File: src/rtl/cmp_evt_pkg.sv
package cmp_evt_pkg;
  typedef enum logic [1:0] {
    MODE_ANY  = 2'b00,
    MODE_RSVD = 2'b01,
    MODE_FALL = 2'b10,
    MODE_RISE = 2'b11
  } evt_mode_e;

  localparam int STAT_W   = 8;
  localparam int BIT_OFF  = 7;
  localparam int BIT_REF  = 6;
  localparam int BIT_LVL  = 5;
  localparam int BIT_FLAG = 4;
  localparam int BIT_IE   = 3;
  localparam int BIT_CAP  = 2;
endpackage

File: src/rtl/cmp_evt_sync.sv
module cmp_evt_sync #(
  parameter int STAGES = 2
) (
  input  logic clk,
  input  logic rst,
  input  logic din,
  output logic dout
);
  logic [STAGES-1:0] shreg;

  generate
    if (STAGES == 1) begin : g_one
      always_ff @(posedge clk) begin
        if (rst) shreg <= '0;
        else     shreg <= din;
      end
    end else begin : g_many
      always_ff @(posedge clk) begin
        if (rst) shreg <= '0;
        else     shreg <= {shreg[STAGES-2:0], din};
      end
    end
  endgenerate

  assign dout = shreg[STAGES-1];
endmodule

File: src/rtl/cmp_evt_edge.sv
module cmp_evt_edge
  import cmp_evt_pkg::*;
#(
  parameter int STAGES = 2
) (
  input  logic      clk,
  input  logic      rst,
  input  logic      lvl,
  input  evt_mode_e mode,
  output logic      evt
);
  localparam int CW = $clog2(STAGES + 2);
  localparam logic [CW-1:0] ARM_AT = CW'(STAGES + 1);

  logic [CW-1:0] warm_cnt;
  logic          prev;
  logic          armed;

  assign armed = (warm_cnt == ARM_AT);

  always_ff @(posedge clk) begin
    if (rst) begin
      warm_cnt <= '0;
      prev     <= 1'b0;
    end else begin
      prev <= lvl;
      if (!armed) warm_cnt <= warm_cnt + 1'b1;
    end
  end

  always_comb begin
    case (mode)
      MODE_ANY:  evt = armed & (lvl ^ prev);
      MODE_FALL: evt = armed & prev & ~lvl;
      MODE_RISE: evt = armed & ~prev & lvl;
      default:   evt = 1'b0;
    endcase
  end
endmodule

File: src/rtl/cmp_evt_regs.sv
module cmp_evt_regs
  import cmp_evt_pkg::*;
(
  input  logic              clk,
  input  logic              rst,
  input  logic              wr_en,
  input  logic [STAT_W-1:0] wr_data,
  input  logic              set_evt,
  input  logic              ack,
  input  logic              lvl,
  output logic [STAT_W-1:0] status,
  output logic              flag,
  output logic              ie,
  output logic              cap_en,
  output logic              ref_sel,
  output logic              off,
  output evt_mode_e         mode
);
  logic sw_clr;

  assign sw_clr = wr_en & wr_data[BIT_FLAG];

  always_ff @(posedge clk) begin
    if (rst) begin
      off     <= 1'b0;
      ref_sel <= 1'b0;
      ie      <= 1'b0;
      cap_en  <= 1'b0;
      mode    <= MODE_ANY;
    end else if (wr_en) begin
      off     <= wr_data[BIT_OFF];
      ref_sel <= wr_data[BIT_REF];
      ie      <= wr_data[BIT_IE];
      cap_en  <= wr_data[BIT_CAP];
      mode    <= evt_mode_e'(wr_data[1:0]);
    end
  end

  always_ff @(posedge clk) begin
    if (rst)                  flag <= 1'b0;
    else if (set_evt)         flag <= 1'b1;
    else if (sw_clr || ack)   flag <= 1'b0;
  end

  assign status = {off, ref_sel, lvl, flag, ie, cap_en, mode};
endmodule

File: src/rtl/cmp_evt_ctrl.sv
module cmp_evt_ctrl
  import cmp_evt_pkg::*;
#(
  parameter int SYNC_STAGES = 2
) (
  input  logic       clk,
  input  logic       rst,
  input  logic       cmp_raw,
  input  logic       wr_en,
  input  logic [7:0] wr_data,
  output logic [7:0] rd_data,
  input  logic       gie,
  input  logic       irq_ack,
  output logic       irq,
  output logic       ref_sel,
  output logic       cap_trig,
  output logic       cmp_off
);
  logic      lvl;
  logic      evt;
  logic      flag;
  logic      ie;
  logic      cap_en;
  evt_mode_e mode;

  cmp_evt_sync #(.STAGES(SYNC_STAGES)) u_sync (
    .clk  (clk),
    .rst  (rst),
    .din  (cmp_raw),
    .dout (lvl)
  );

  cmp_evt_edge #(.STAGES(SYNC_STAGES)) u_edge (
    .clk  (clk),
    .rst  (rst),
    .lvl  (lvl),
    .mode (mode),
    .evt  (evt)
  );

  cmp_evt_regs u_regs (
    .clk     (clk),
    .rst     (rst),
    .wr_en   (wr_en),
    .wr_data (wr_data),
    .set_evt (evt),
    .ack     (irq_ack),
    .lvl     (lvl),
    .status  (rd_data),
    .flag    (flag),
    .ie      (ie),
    .cap_en  (cap_en),
    .ref_sel (ref_sel),
    .off     (cmp_off),
    .mode    (mode)
  );

  assign irq      = flag & ie & gie;
  assign cap_trig = cap_en & lvl;
endmodule

File: config.mk
export PLATFORM = sky130hd
export DESIGN_NAME = cmp_evt_ctrl
export DESIGN_NICKNAME = d
export VERILOG_FILES = /design/src/rtl/cmp_evt_pkg.sv /design/src/rtl/cmp_evt_sync.sv /design/src/rtl/cmp_evt_edge.sv /design/src/rtl/cmp_evt_regs.sv /design/src/rtl/cmp_evt_ctrl.sv
export SDC_FILE = /design/constraint.sdc
export NUM_CORES = 1
export LEC_CHECK = 0
export ABC_AREA = 1
export BUFFER_PORTS_ARGS = -buffer_cell sky130_fd_sc_hd__buf_2
export CORE_AREA = 2 2 39 41
export DETAILED_ROUTE_END_ITERATION = 8
export DIE_AREA = 0 0 41 43
export PLACE_DENSITY_LB_ADDON = 0.05
export SYNTH_ARGS = -nofsm -noshare
export SYNTH_HDL_FRONTEND = slang
export SYNTH_SLANG_ARGS = --single-unit
File: constraint.sdc
create_clock -name clk -period 2.5 [get_ports clk]
set_input_delay 0.375 -clock clk [delete_from_list [all_inputs] [get_ports clk]]
set_output_delay 0.375 -clock clk [all_outputs]
set_load 0.02 [all_outputs]
# ---- Word level (Yosys, flattened, before mapping)
# Index checks and enable logic that the tools add are counted.
dict set report word_totals {
  reg_bits 12
  input_bits 14
}
dict set report classes {
  n_addsub 1
  n_eq_ne 3
  n_mux 3
  bitwise 12
  n_reduce_logical 3
}
# cell count
set ops {}
lappend ops {{$and 1x1->1} 9}
lappend ops {{$eq 2x2->1 const B} 3}
lappend ops {{$pmux 1 s3} 1}
lappend ops {{$add 2x1->2 const B} 1}
lappend ops {{$logic_not 2->1} 1}
lappend ops {{$mux 1} 2}
lappend ops {{$not 1->1} 2}
lappend ops {{$reduce_bool 2->1} 1}
lappend ops {{$logic_or 1x1->1} 1}
lappend ops {{$xor 1x1->1} 1}

# ---- Depth between registers and ports, before layout
# Gate-level depths: netlist of run 1.
dict set report depth {
  ltp_word 5
  depth_mapped 6
  depth_no_buf 6
}

# ---- By module
# A second synthesis of run 1 with hierarchy kept.
dict set report unflattened {
  cells_unflattened 74
  hier_area_um2 536.8
}
# mod n_inst cells_each area_per_inst_um2 seq_area_each_um2
set by_module_without_submodules {}
lappend by_module_without_submodules {cmp_evt_regs 1 40 305.3 140.1}
lappend by_module_without_submodules {cmp_evt_edge 1 23 155.1 60.1}
lappend by_module_without_submodules {cmp_evt_sync 1 6 55.1 40.0}
lappend by_module_without_submodules {cmp_evt_ctrl 1 5 21.3 0.0}

# ---- Worst setup path after synthesis of run 1
# No wires, ideal clock.
dict set report synth_timing {
  path_kind {input port to output port}
  from {input gie}
  to {output irq}
  t_arrival_ns 0.628
  required_ns 2.125
  path_slack_ns 1.497
  path_stages 1
  cell_sequence {and3_1}
}
dict set report synth_via {
  elab_chain_cells 1
}
# element line
set synth_rtl {}
lappend synth_rtl {{start, declared} cmp_evt_ctrl.sv:12} ;# input logic gie,
lappend synth_rtl {{$and 1x1->1} cmp_evt_ctrl.sv:58} ;# assign irq = flag & ie & gie;
lappend synth_rtl {{end, declared} cmp_evt_ctrl.sv:14} ;# output logic irq,
# Every way passes these cells.

# ---- Worst setup path in the final report of run 1
dict set report layout_timing {
  from {register u_sync.shreg[1]}
  to {output cap_trig}
}
dict set report layout_via {
  elab_chain_cells 1
}
# element line
set layout_rtl {}
lappend layout_rtl {{start, declared} cmp_evt_sync.sv:9} ;# logic [STAGES-1:0] shreg;
lappend layout_rtl {{start signal, assigned} cmp_evt_sync.sv:20} ;# else shreg <= {shreg[STAGES-2:0], din};
lappend layout_rtl {{$and 1x1->1} cmp_evt_ctrl.sv:59} ;# assign cap_trig = cap_en & lvl;
lappend layout_rtl {{end, declared} cmp_evt_ctrl.sv:16} ;# output logic cap_trig,
# Every way passes these cells.

==> summary.md, run 1 <==
| Metric | Value |
|---|---|
| Status | `complete, no violations` |
| DRT Wirelength | `899 um` |
| Num ports | `26` |
| Cell count after synthesis | `66` |
| Max VDD drop | `0.323 mV` |
| Grt total ovfl | `0` |
| Final Critical Period | `1.29 ns` |
| Layout cell share with drive strength beyond 1 | `0.337` |
| Hold Slack | `0.307 ns` |
| Least-Margin Pin Slew | `0.233 ns` |
| First DRT Iteration DRCs | `3` |
| CTS root buf | `clkbuf_4` |
| GRT Total Usage | `0.125` |
| Final setup violation count | `0` |
| TritonCTS clock tree | `done` |
| Area of the multi-input gates | `188 sq um` |
| # diodes | `0` |
| Worst-path clk slew | `0.07 ns` |
| Syn Std Cell Area | `508 sq um` |
| Largest net degree at the start of global routing | `13` |
| Clock sinks | `12` |
| Postcts setup bufs | `0` |
| Initial antenna violation count | `0` |
| Die Wd | `41 um` |
| Seq/Total Area, Yosys | `0.473` |
| Vias | `445` |
| Syn avg cell area | `7.70 sq um` |
| Clock buffer depth | `2` |
| Initial Util | `0.367` |
| Row cnt | `14` |
| Number of global-route vias before repair | `350` |
| Synth cell types | `15` |
| GP Congestion | `0.645` |
| Die H | `43 um` |
| Fill count | `156` |
| Max-slew violations | `0` |
| PwrDens | `653 nW/um^2` |
| Core Box Area | `1380 sq um` |
| Fin crit share | `0.514` |
| Rel. slew slack | `0.845` |
| Layout Nets | `103` |
| CP max-delay cell | `dfxtp_1` |
| Max-Cap Viols | `0` |
| Worst Skew | `0.00281 ns` |
| Syn-to-layout area delta | `22.2%` |
| Worst-Skew Late Latency | `0.26 ns` |
| Post-CTS sizing | `0` |
| Synth Register Bits | `12` |
| Area share of the leading cell type in the synthesized netlist | `0.473` |
| Max Fclk | `778 MHz` |
| Setup Crit Path Kind | `reg -> out` |
| Worst EP required | `2.12 ns` |
| Crit path largest cell delay | `0.39 ns` |
| DR vias/cell | `4.36` |
| Routed Antenna Nets | `0` |
| Sum Neg Setup Slack | `0 ns` |
| Yosys top cell by area | `dfxtp_1` |
| H-tree depth | `1` |
| Pre-antenna DRT Iters | `2` |
| Max FO, Critical Path | `5` |
| Pleak | `0.000329 uW` |
| Post-Syn Nets | `81` |
| Area contributors post-synth | `dfxtp_1 47%, nand2_1 13%, buf_4 8.9%` |
| WL per Instance | `8.81 um` |
| CTS Buf Count | `3` |
| Hold crit path type | `in -> reg` |
| Crit path DAT | `0.91 ns` |
| Post-CTS Hold Fix Bufs | `0` |
| CP endpoint kind | `output pin` |
| CP Launch Type | `flop` |
| Yosys warns | `0` |
| Port Buffers | `24` |
| Fin. Hold Viols | `0` |
| RSZ-0062 raised after global routing | `no` |
| DRC | `0` |
| First-pass GRT wire length | `1460 um` |
| Register Area | `240 sq um` |
| Die ar. | `1760 sq um` |
| Detailed placement HPWL | `666 um` |
| Cell Chain, Critical Path | `nand2_1 > inv_1 > buf_2` |
-- logic make-up after synthesis --
family	Yosys count	share of synthesized area
AND/OR/NAND/NOR	29	0.229
XOR/XNOR	1	0.0172
flip-flops	12	0.473
AO/OA/AOI/OAI	8	0.0985
adder cells (fa/ha/maj)	1	0.0246
buffers and inverters	15	0.158
-- registers in the layout, indices dropped and copies added, names as in the netlist --
signal / flops
u_regs.ie: 1
u_edge.prev: 1
u_regs.off: 1
u_sync.shreg: 2
u_regs.cap_en: 1
u_edge.warm_cnt: 2
u_regs.mode: 2
u_regs.flag: 1
u_regs.ref_sel: 1
-- cell usage after synthesis --
master,number
a211oi_1,1
a211oi_2,1
nand3b_1,1
ha_1,1
dfxtp_1,12
nor2_1,8
xor2_1,1
nand3_1,1
inv_1,7
a21oi_1,6
nand2_1,18
buf_2,1
inv_2,1
and3_1,1
buf_4,6
-- power by group --
group / leakage, uW / internal (uW) / switching, uW
registers: 0.0000990 / 208 / 10.5
clock network: 0.0000138 / 55.6 / 59.4
logic: 0.000216 / 30.9 / 40.4
total: 0.000329 / 295 / 110
-- metrics by stage --
| stage | total power, uW | instance area, sq um | setup slack [ns] | utilization | cells |
|---|---|---|---|---|---|
| after floorplan | 276 | 508 | 1.50 | - | 66 |
| after global placement | 295 | 598 | 1.35 | 0.432 | 99 |
| after detailed placement | 296 | 598 | 1.35 | 0.432 | 99 |
| after CTS | 412 | 621 | 1.19 | 0.448 | 102 |
| after global routing | 432 | 621 | 1.13 | 0.448 | 102 |
| final | 405 | 621 | 1.21 | 0.448 | 102 |
-- metal layers --
layer,vias up,GRT usage,wire (um)
li1,241,-,-
met1,183,0.169,441
met2,19,0.159,369
met3,2,0.0314,75
met4,0,0.100,12
met5,-,0,0
-- critical path, delay by kind of cell, from the launching register on --
kind                   cells  cell delay, ns
DFF                        1            0.39
and+or+nand+nor            1            0.07
buffers and inverters      2            0.19
-- layout by cell type, fill, tap and decap left out --
cell,count
dfxtp_1,12
a211oi_1,1
nor2_1,8
xor2_1,1
nand3b_1,1
clkbuf_4,3
nand3_1,1
nand2_1,18
inv_1,7
and3_1,1
buf_2,24
a21oi_1,6
ha_1,1
inv_2,1
a211oi_2,1
-- area by class of cell --
class / instances / area share
Timing Repair Buffer: 24 / 0.194
Tap cell: 16 / 0.0323
Clock buffer: 3 / 0.0363
Inverter: 8 / 0.0484
Multi-Input combinational cell: 39 / 0.302
Sequential cell: 12 / 0.387
-- final timing paths --
path	startpoint	endpoint	slack [ns]	cells after the start
max reg2reg	u_edge.warm_cnt[0]	u_regs.flag	1.52	5
min	cmp_raw	u_sync.shreg[0]	0.31	3
max	u_sync.shreg[1]	cap_trig	1.21	3
min reg2reg	u_sync.shreg[0]	u_sync.shreg[1]	0.40	2
Note: power is estimated with default switching activity, not from simulation.
==> inputs of run 2 (changes only) <==
==> constraint.sdc (replaced) <==
create_clock -name clk -period 1.3 [get_ports clk]
set_input_delay 0.195 -clock clk [delete_from_list [all_inputs] [get_ports clk]]
set_output_delay 0.195 -clock clk [all_outputs]
set_load 0.02 [all_outputs]
==> run 2 against run 1 <==
  * Clock-buffer cell count is the same
  * Sequential power grew 93%
  * Utilization is the same
  * Largest cell class unchanged
  * Via count grew 1.3%
  * Critical path type unchanged
  * Critical endpoint unchanged
  * First-iteration DRC count is the same
  * Worst hold slack lost 0.17 ns
  * Setup slack lost 1.0 ns
  * Final area is the same
==> summary.md, run 2 (synthesis results as in run 1) <==
| Metric | Value |
|---|---|
| CP Launch Type | `flop` |
| Max-slew violations | `0 (unchanged)` |
| CTS Buf Count | `3 (unchanged)` |
| Worst Skew | `0.00154 ns (-0.00127 ns)` |
| Switch share | `0.270 (-0.00267)` |
| Fin. Hold Viols | `0 (unchanged)` |
| DRT Wirelength | `902 um (+0.33%)` |
| Row cnt | `14 (unchanged)` |
| Pleak | `0.000329 uW (unchanged)` |
| Internal power | `567 uW (+92%)` |
| Met1 usage | `0.157 (-0.0125)` |
| Max Fclk | `913 MHz` |
| First-pass GRT wire length | `1410 um (-2.8%)` |
| Least-Margin Pin Slew | `0.230 ns (-0.00348 ns)` |
| Postcts setup bufs | `0 (unchanged)` |
| Final setup violation count | `0 (unchanged)` |
| Most common cell after layout, fill and taps aside | `buf_2` |
| First DRT Iteration DRCs | `3 (unchanged)` |
| Sw Pwr | `209 uW (+90%)` |
| Part of the power in the clock network | `0.280 (-0.004)` |
| Pre-antenna DRT Iters | `3 (+1)` |
| Met2 usage | `0.166 (+0.00625)` |
| Port Buffers | `24 (unchanged)` |
| Num ports | `26 (unchanged)` |
| DR vias/cell | `4.42 (+1.3%)` |
| Clock buffer depth | `2 (unchanged)` |
| Layout cell share with drive strength beyond 1 | `0.337 (unchanged)` |
| Setup Crit Path Kind | `reg -> out` |
| Commonest cells after routing, fill and taps aside | `24 x buf_2, 18 x nand2_1, 12 x dfxtp_1, 8 x nor2_1, 7 x inv_1` |
| Initial Util | `0.367 (unchanged)` |
| TritonCTS clock tree | `done` |
| WL per Instance | `8.84 um (+0.33%)` |
| Largest net degree at the start of global routing | `13 (unchanged)` |
| Number of global-route vias before repair | `354 (+1.1%)` |
| Max FO, Critical Path | `5 (unchanged)` |
| # diodes | `0 (unchanged)` |
| Crit path DAT | `0.90 ns (about the same)` |
| Hold crit path type | `in -> reg` |
| Post-layout instance area | `621 sq um (unchanged)` |
| Top flop regs | `u_edge.warm_cnt: 2 flops, u_regs.mode: 2 flops, u_sync.shreg: 2 flops` |
| Grt peak-use layer | `met2` |
| Routed Antenna Nets | `0 (unchanged)` |
| Worst-Skew Late Latency | `0.26 ns (about the same)` |
| Worst EP required | `1.11 ns (-1.01 ns)` |
| CP endpoint kind | `output pin` |
| CP max-delay cell | `dfxtp_1` |
| Crit path largest cell delay | `0.39 ns (about the same)` |
| Worst-path clk slew | `0.07 ns (about the same)` |
| H-tree depth | `1 (unchanged)` |
| Sum Neg Setup Slack | `0 ns (unchanged)` |
| Post-CTS sizing | `0 (unchanged)` |
| Initial antenna violation count | `0 (unchanged)` |
| Die H | `43 um (unchanged)` |
| Fin crit share | `0.843` |
| DRC | `0 (unchanged)` |
| Sequential share of power | `0.544 (+0.004)` |
| Max VDD drop | `0.518 mV (+61%)` |
| Status | `complete, no violations` |
| Clock sinks | `12 (unchanged)` |
| CTS root buf | `clkbuf_4` |
| PwrDens | `1250 nW/um^2 (+92%)` |
| Rel. slew slack | `0.847 (+0.00232)` |
| GRT Total Usage | `0.123 (-0.00189)` |
| Combinational fraction of design power | `0.177 (about the same)` |
| Layout Nets | `103 (unchanged)` |
| Syn-to-layout area delta | `22.2% (unchanged)` |
| Vias | `451 (+1.3%)` |
| GP Congestion | `0.643 (-0.23%)` |
| RSZ-0062 raised after global routing | `no` |
| Detailed placement HPWL | `676 um (+1.6%)` |
| Post-CTS Hold Fix Bufs | `0 (unchanged)` |
| Max-Cap Viols | `0 (unchanged)` |
| Final Critical Period | `1.10 ns` |
| Cell Chain, Critical Path | `nand2_1 > inv_1 > buf_2` |
| Die Wd | `41 um (unchanged)` |
| Core Box Area | `1380 sq um (unchanged)` |
| Die ar. | `1760 sq um (unchanged)` |
| GR Layer Usage met3 | `0.0314 (unchanged)` |
| Area of placed instances | `598 sq um (unchanged)` |
| Fill count | `161 (+3.2%)` |
| Grt total ovfl | `0 (unchanged)` |
run 2: final timing paths:
kind | start | end | slack, ns | cells after the start
setup reg to reg | u_edge.warm_cnt[0] | u_regs.flag | 0.35 | 5
setup / recovery | u_sync.shreg[1] | cap_trig | 0.20 | 3
hold / removal | cmp_raw | u_sync.shreg[0] | 0.13 | 3
hold reg to reg | u_sync.shreg[0] | u_sync.shreg[1] | 0.41 | 2
run 2: final cells by class:
cell class | count | area [sq um] | area share
tap | 16 | 20.0 | 0.0323
sequential | 12 | 240 | 0.387
timing repair buffer | 24 | 120 | 0.194
inverter | 8 | 30.0 | 0.0484
multi-input combinational | 39 | 188 | 0.302
clock buffer | 3 | 22.5 | 0.0363
run 2: worst max-delay path, delay by kind of cell, from the launching register on:
| kind | cells | cell delay [ns] |
|---|---|---|
| DFF | 1 | 0.39 |
| buffers and inverters | 2 | 0.19 |
| and+or+nand+nor | 1 | 0.07 |
run 2: per-layer routing:
metal,up-vias,routed length (um)
met3,2,75
met5,-,0
met2,19,372
met4,0,15
met1,190,438
li1,240,-
run 2: power groups by stage:
stage	logic (uW)	registers, uW	clock network, uW
6_report	137	422	217
5_1_grt	160	428	243
4_1_cts	139	423	225
3_5_place_dp	139	431	0
3_3_place_gp	138	430	0
2_1_floorplan	95.6	436	0
run 2: through the flow:
stage	util	std cells	setup slack, ns	hold WS [ns]	power [uW]
final	0.448	102	0.205	0.135	776
after global routing	0.448	102	0.104	0.138	831
after CTS	0.448	102	0.184	0.128	788
after detailed placement	0.432	99	0.342	0.400	570
after global placement	0.432	99	0.360	0.392	567
after floorplan	-	66	0.420	0.268	531
==> inputs of run 3 (changes only) <==
--- a/config.mk
+++ b/config.mk
@@ -5,11 +5,10 @@
 export SDC_FILE = /design/constraint.sdc
 export NUM_CORES = 1
 export LEC_CHECK = 0
-export ABC_AREA = 1
+export ABC_AREA = 0
 export BUFFER_PORTS_ARGS = -buffer_cell sky130_fd_sc_hd__buf_2
-export CORE_AREA = 2 2 39 41
+export CORE_UTILIZATION = 37
 export DETAILED_ROUTE_END_ITERATION = 8
-export DIE_AREA = 0 0 41 43
 export PLACE_DENSITY_LB_ADDON = 0.05
 export SYNTH_ARGS = -nofsm -noshare
 export SYNTH_HDL_FRONTEND = slang
==> constraint.sdc (replaced) <==
create_clock -name clk -period 0.95 [get_ports clk]
set_input_delay 0.1425 -clock clk [delete_from_list [all_inputs] [get_ports clk]]
set_output_delay 0.1425 -clock clk [all_outputs]
set_load 0.02 [all_outputs]
==> run 3 against run 2 <==
  * The flow now finishes with violations (negative setup slack)
  * Worst hold slack lost 0.047 ns
  * Clock power up 35%
  * Synthesized area increased by 0.74%
  * Setup slack lost 0.27 ns
  * Combinational power grew 57%
  * Clock skew decreased by 0.0012 ns
  * Critical path depth decreased by 1
  * Sequential cell count unchanged
  * Utilization is 9.1 points higher
  * Register-to-register slack worse by 0.39 ns
  * Die area is 13% lower
  * Sequential power rose by 38%
  * Critical path type unchanged
  * Highest routed layer unchanged
==> summary.md, run 3 <==
| Metric | Value |
|---|---|
| Final WS setup | `-0.0679 ns (-0.273 ns)` |
| Synth Register Bits | `12 (unchanged)` |
| Largest net degree at the start of global routing | `13 (unchanged)` |
| Count leader, synth | `dfxtp_1` |
| Max FO, Critical Path | `3 (-2)` |
| Yosys top cell by area | `dfxtp_1` |
| Async SR Flop Fraction | `0 (unchanged)` |
| Clock sinks | `12 (unchanged)` |
| Routed Antenna Nets | `0 (unchanged)` |
| Crit path DAT | `0.88 ns (-0.02 ns)` |
| Fill count | `130 (-19%)` |
| Die ar. | `1540 sq um (-13%)` |
| Max-Cap Viols | `0 (unchanged)` |
| Post-CTS Hold Fix Bufs | `0 (unchanged)` |
| Area of placed instances | `619 sq um (+3.6%)` |
| Inst Count DP | `83 (-16%)` |
| Core Box Area | `1300 sq um (-6.0%)` |
| CP Launch Type | `flop` |
| Pre-antenna DRT Iters | `1 (-2)` |
| Syn Std Cell Area | `512 sq um (+0.74%)` |
| # diodes | `0 (unchanged)` |
| Layout Cells excl Fill | `88 (-14%)` |
| CP max-delay cell | `dfxtp_2` |
| Fin crit share | `1.07` |
| DRT Wirelength | `867 um (-3.9%)` |
| Cell count after synthesis | `49 (-26%)` |
| GP Congestion | `0.606 (-5.9%)` |
| CTS root buf | `clkbuf_4` |
| Crit path largest cell delay | `0.33 ns (-0.06 ns)` |
| H-tree depth | `1 (unchanged)` |
| Clock buffer depth | `2 (unchanged)` |
| Die Wd | `39.2 um (-4.4%)` |
| WL per Instance | `9.85 um (+11%)` |
| Vias | `392 (-13%)` |
| Worst Skew | `0.000331 ns (-0.00121 ns)` |
| Status | `finished, violations left` |
| Number of global-route vias before repair | `297 (-16%)` |
| Hold crit path type | `in -> reg` |
| Max Fclk | `982 MHz` |
| Setup Crit Path Kind | `reg -> out` |
| Rel. slew slack | `0.857 (+0.0102)` |
| Ys flop type | `dfxtp_1` |
| PwrDens | `1550 nW/um^2 (+24%)` |
| Post-layout instance area | `702 sq um (+13%)` |
| Fin. Hold Viols | `0 (unchanged)` |
| Post-Syn Nets | `64 (-21%)` |
| Seq/Total Area, Yosys | `0.469 (-0.00347)` |
| Pleak | `0.000355 uW (+7.8%)` |
| Grt total ovfl | `0 (unchanged)` |
| Syn-to-layout area delta | `37.2%` |
| Commonest cells after routing, fill and taps aside | `17 x buf_2, 10 x dfxtp_2, 9 x buf_4, 8 x nor2_1, 7 x mux2i_1` |
| Delay-heaviest family, CP | `flip-flops` |
| Worst EP required | `0.81 ns (-0.30 ns)` |
| Worst-Skew Late Latency | `0.26 ns (about the same)` |
| Final setup violation count | `3 (+3)` |
| Port Buffers | `24 (unchanged)` |
| Cell Chain, Critical Path | `and3_4 > buf_6` |
| Max VDD drop | `1.09 mV (+110%)` |
| CTS Buf Count | `3 (unchanged)` |
| Top flop regs | `u_edge.warm_cnt: 2 flops, u_regs.mode: 2 flops, u_sync.shreg: 2 flops` |
| DRC | `0 (unchanged)` |
| Post-synth EDFFs | `0 (unchanged)` |
| Row cnt | `13 (-1)` |
| Buf/Inv on CP | `1 (-1)` |
| Max-slew violations | `0 (unchanged)` |
| Worst-path clk slew | `0.07 ns (about the same)` |
| First-pass GRT wire length | `1240 um (-12%)` |
| Synth cell count leaders | `12 x dfxtp_1, 8 x nor2_1, 7 x mux2i_1, 6 x buf_4, 3 x nor2b_1` |
| Initial Util | `0.393 (+0.0262)` |
| Least-Margin Pin Slew | `0.214 ns (-0.0152 ns)` |
| Synth cell types | `18 (+3)` |
| Layout cell share with drive strength beyond 1 | `0.616 (+0.279)` |
| DP Worst Slack | `-0.0258 ns (-0.368 ns)` |
| Die H | `39.2 um (-8.9%)` |
| Most common cell after layout, fill and taps aside | `buf_2` |
| Layout Nets | `90 (-13%)` |
| Area share of the leading cell type in the synthesized netlist | `0.469 (-0.00347)` |
| Area contributors post-synth | `dfxtp_1 47%, mux2i_1 14%, buf_4 8.8%` |
| TritonCTS clock tree | `done` |
| Failing checks | `negative setup slack` |
| Syn avg cell area | `10.4 sq um (+36%)` |
| Num ports | `26 (unchanged)` |
| RSZ-0062 raised after global routing | `yes` |
| First DRT Iteration DRCs | `0 (-3)` |
| DR vias/cell | `4.45 (+0.75%)` |
| Initial antenna violation count | `0 (unchanged)` |
| CP endpoint kind | `output pin` |
| Sum Neg Setup Slack | `-0.161 ns (-0.161 ns)` |
| Yosys warns | `0 (unchanged)` |
| GRT Total Usage | `0.127 (+0.00414)` |
| Final Critical Period | `1.02 ns` |
==> run 3: metal layers <==
metal	share of wire	track usage	wire length (um)	up-vias
met4	0.0081	0.0517	7	0
met3	0.076	0.0694	66	2
met2	0.45	0.196	393	19
met1	0.46	0.144	400	165
met5	0	0	0	-
li1	-	-	-	206
==> run 3: where the power goes <==
part           internal [uW]  total [uW]  switching, uW
Sequential               552         584           32.1
Clock                    146         293            146
Combinational            117         215           97.4
==> run 3: layout make-up <==
| class | count | area (sq um) | share of cell area |
|---|---|---|---|
| clock buffer | 3 | 22.5 | 0.0321 |
| timing repair buffer | 29 | 186 | 0.266 |
| sequential | 12 | 253 | 0.360 |
| multi-input combinational | 28 | 218 | 0.310 |
| tap | 15 | 18.8 | 0.0267 |
| inverter | 1 | 3.75 | 0.00535 |
==> run 3: timing repair <==
item,4_1_cts,5_1_grt
resized for setup,10,9
pin swaps,1,2
setup endpoints to repair,5,10
setup buffers,1,1
==> run 3: cell families (layout without fill, tap and decap cells) <==
family,after synthesis,count (layout),synth area share
xor gates and xnor gates,2,2,0.0342
buffers and inverters,9,33,0.144
DFF,12,12,0.469
muxes,7,7,0.137
adders and majority gates,1,1,0.0244
and+or+nand+nor,16,16,0.169
AOI/OAI and AO/OA,2,2,0.0220
==> run 3: worst paths after layout <==
check	slack (ns)	end	cells past startpoint	startpoint
setup reg to reg	-0.04	u_regs.flag	4	u_edge.warm_cnt[1]
hold / removal	0.09	u_sync.shreg[0]	2	cmp_raw
hold reg to reg	0.44	u_sync.shreg[1]	1	u_sync.shreg[0]
setup / recovery	-0.07	irq	2	u_regs.flag
==> run 3: metrics by stage <==
step / total power, uW / utilization / hold WS (ns)
after floorplan: 736 / - / 0.214
after global placement: 785 / 0.476 / 0.351
after detailed placement: 793 / 0.476 / 0.356
after CTS: 1100 / 0.516 / 0.0757
after global routing: 1170 / 0.539 / 0.122
final: 1090 / 0.539 / 0.0882
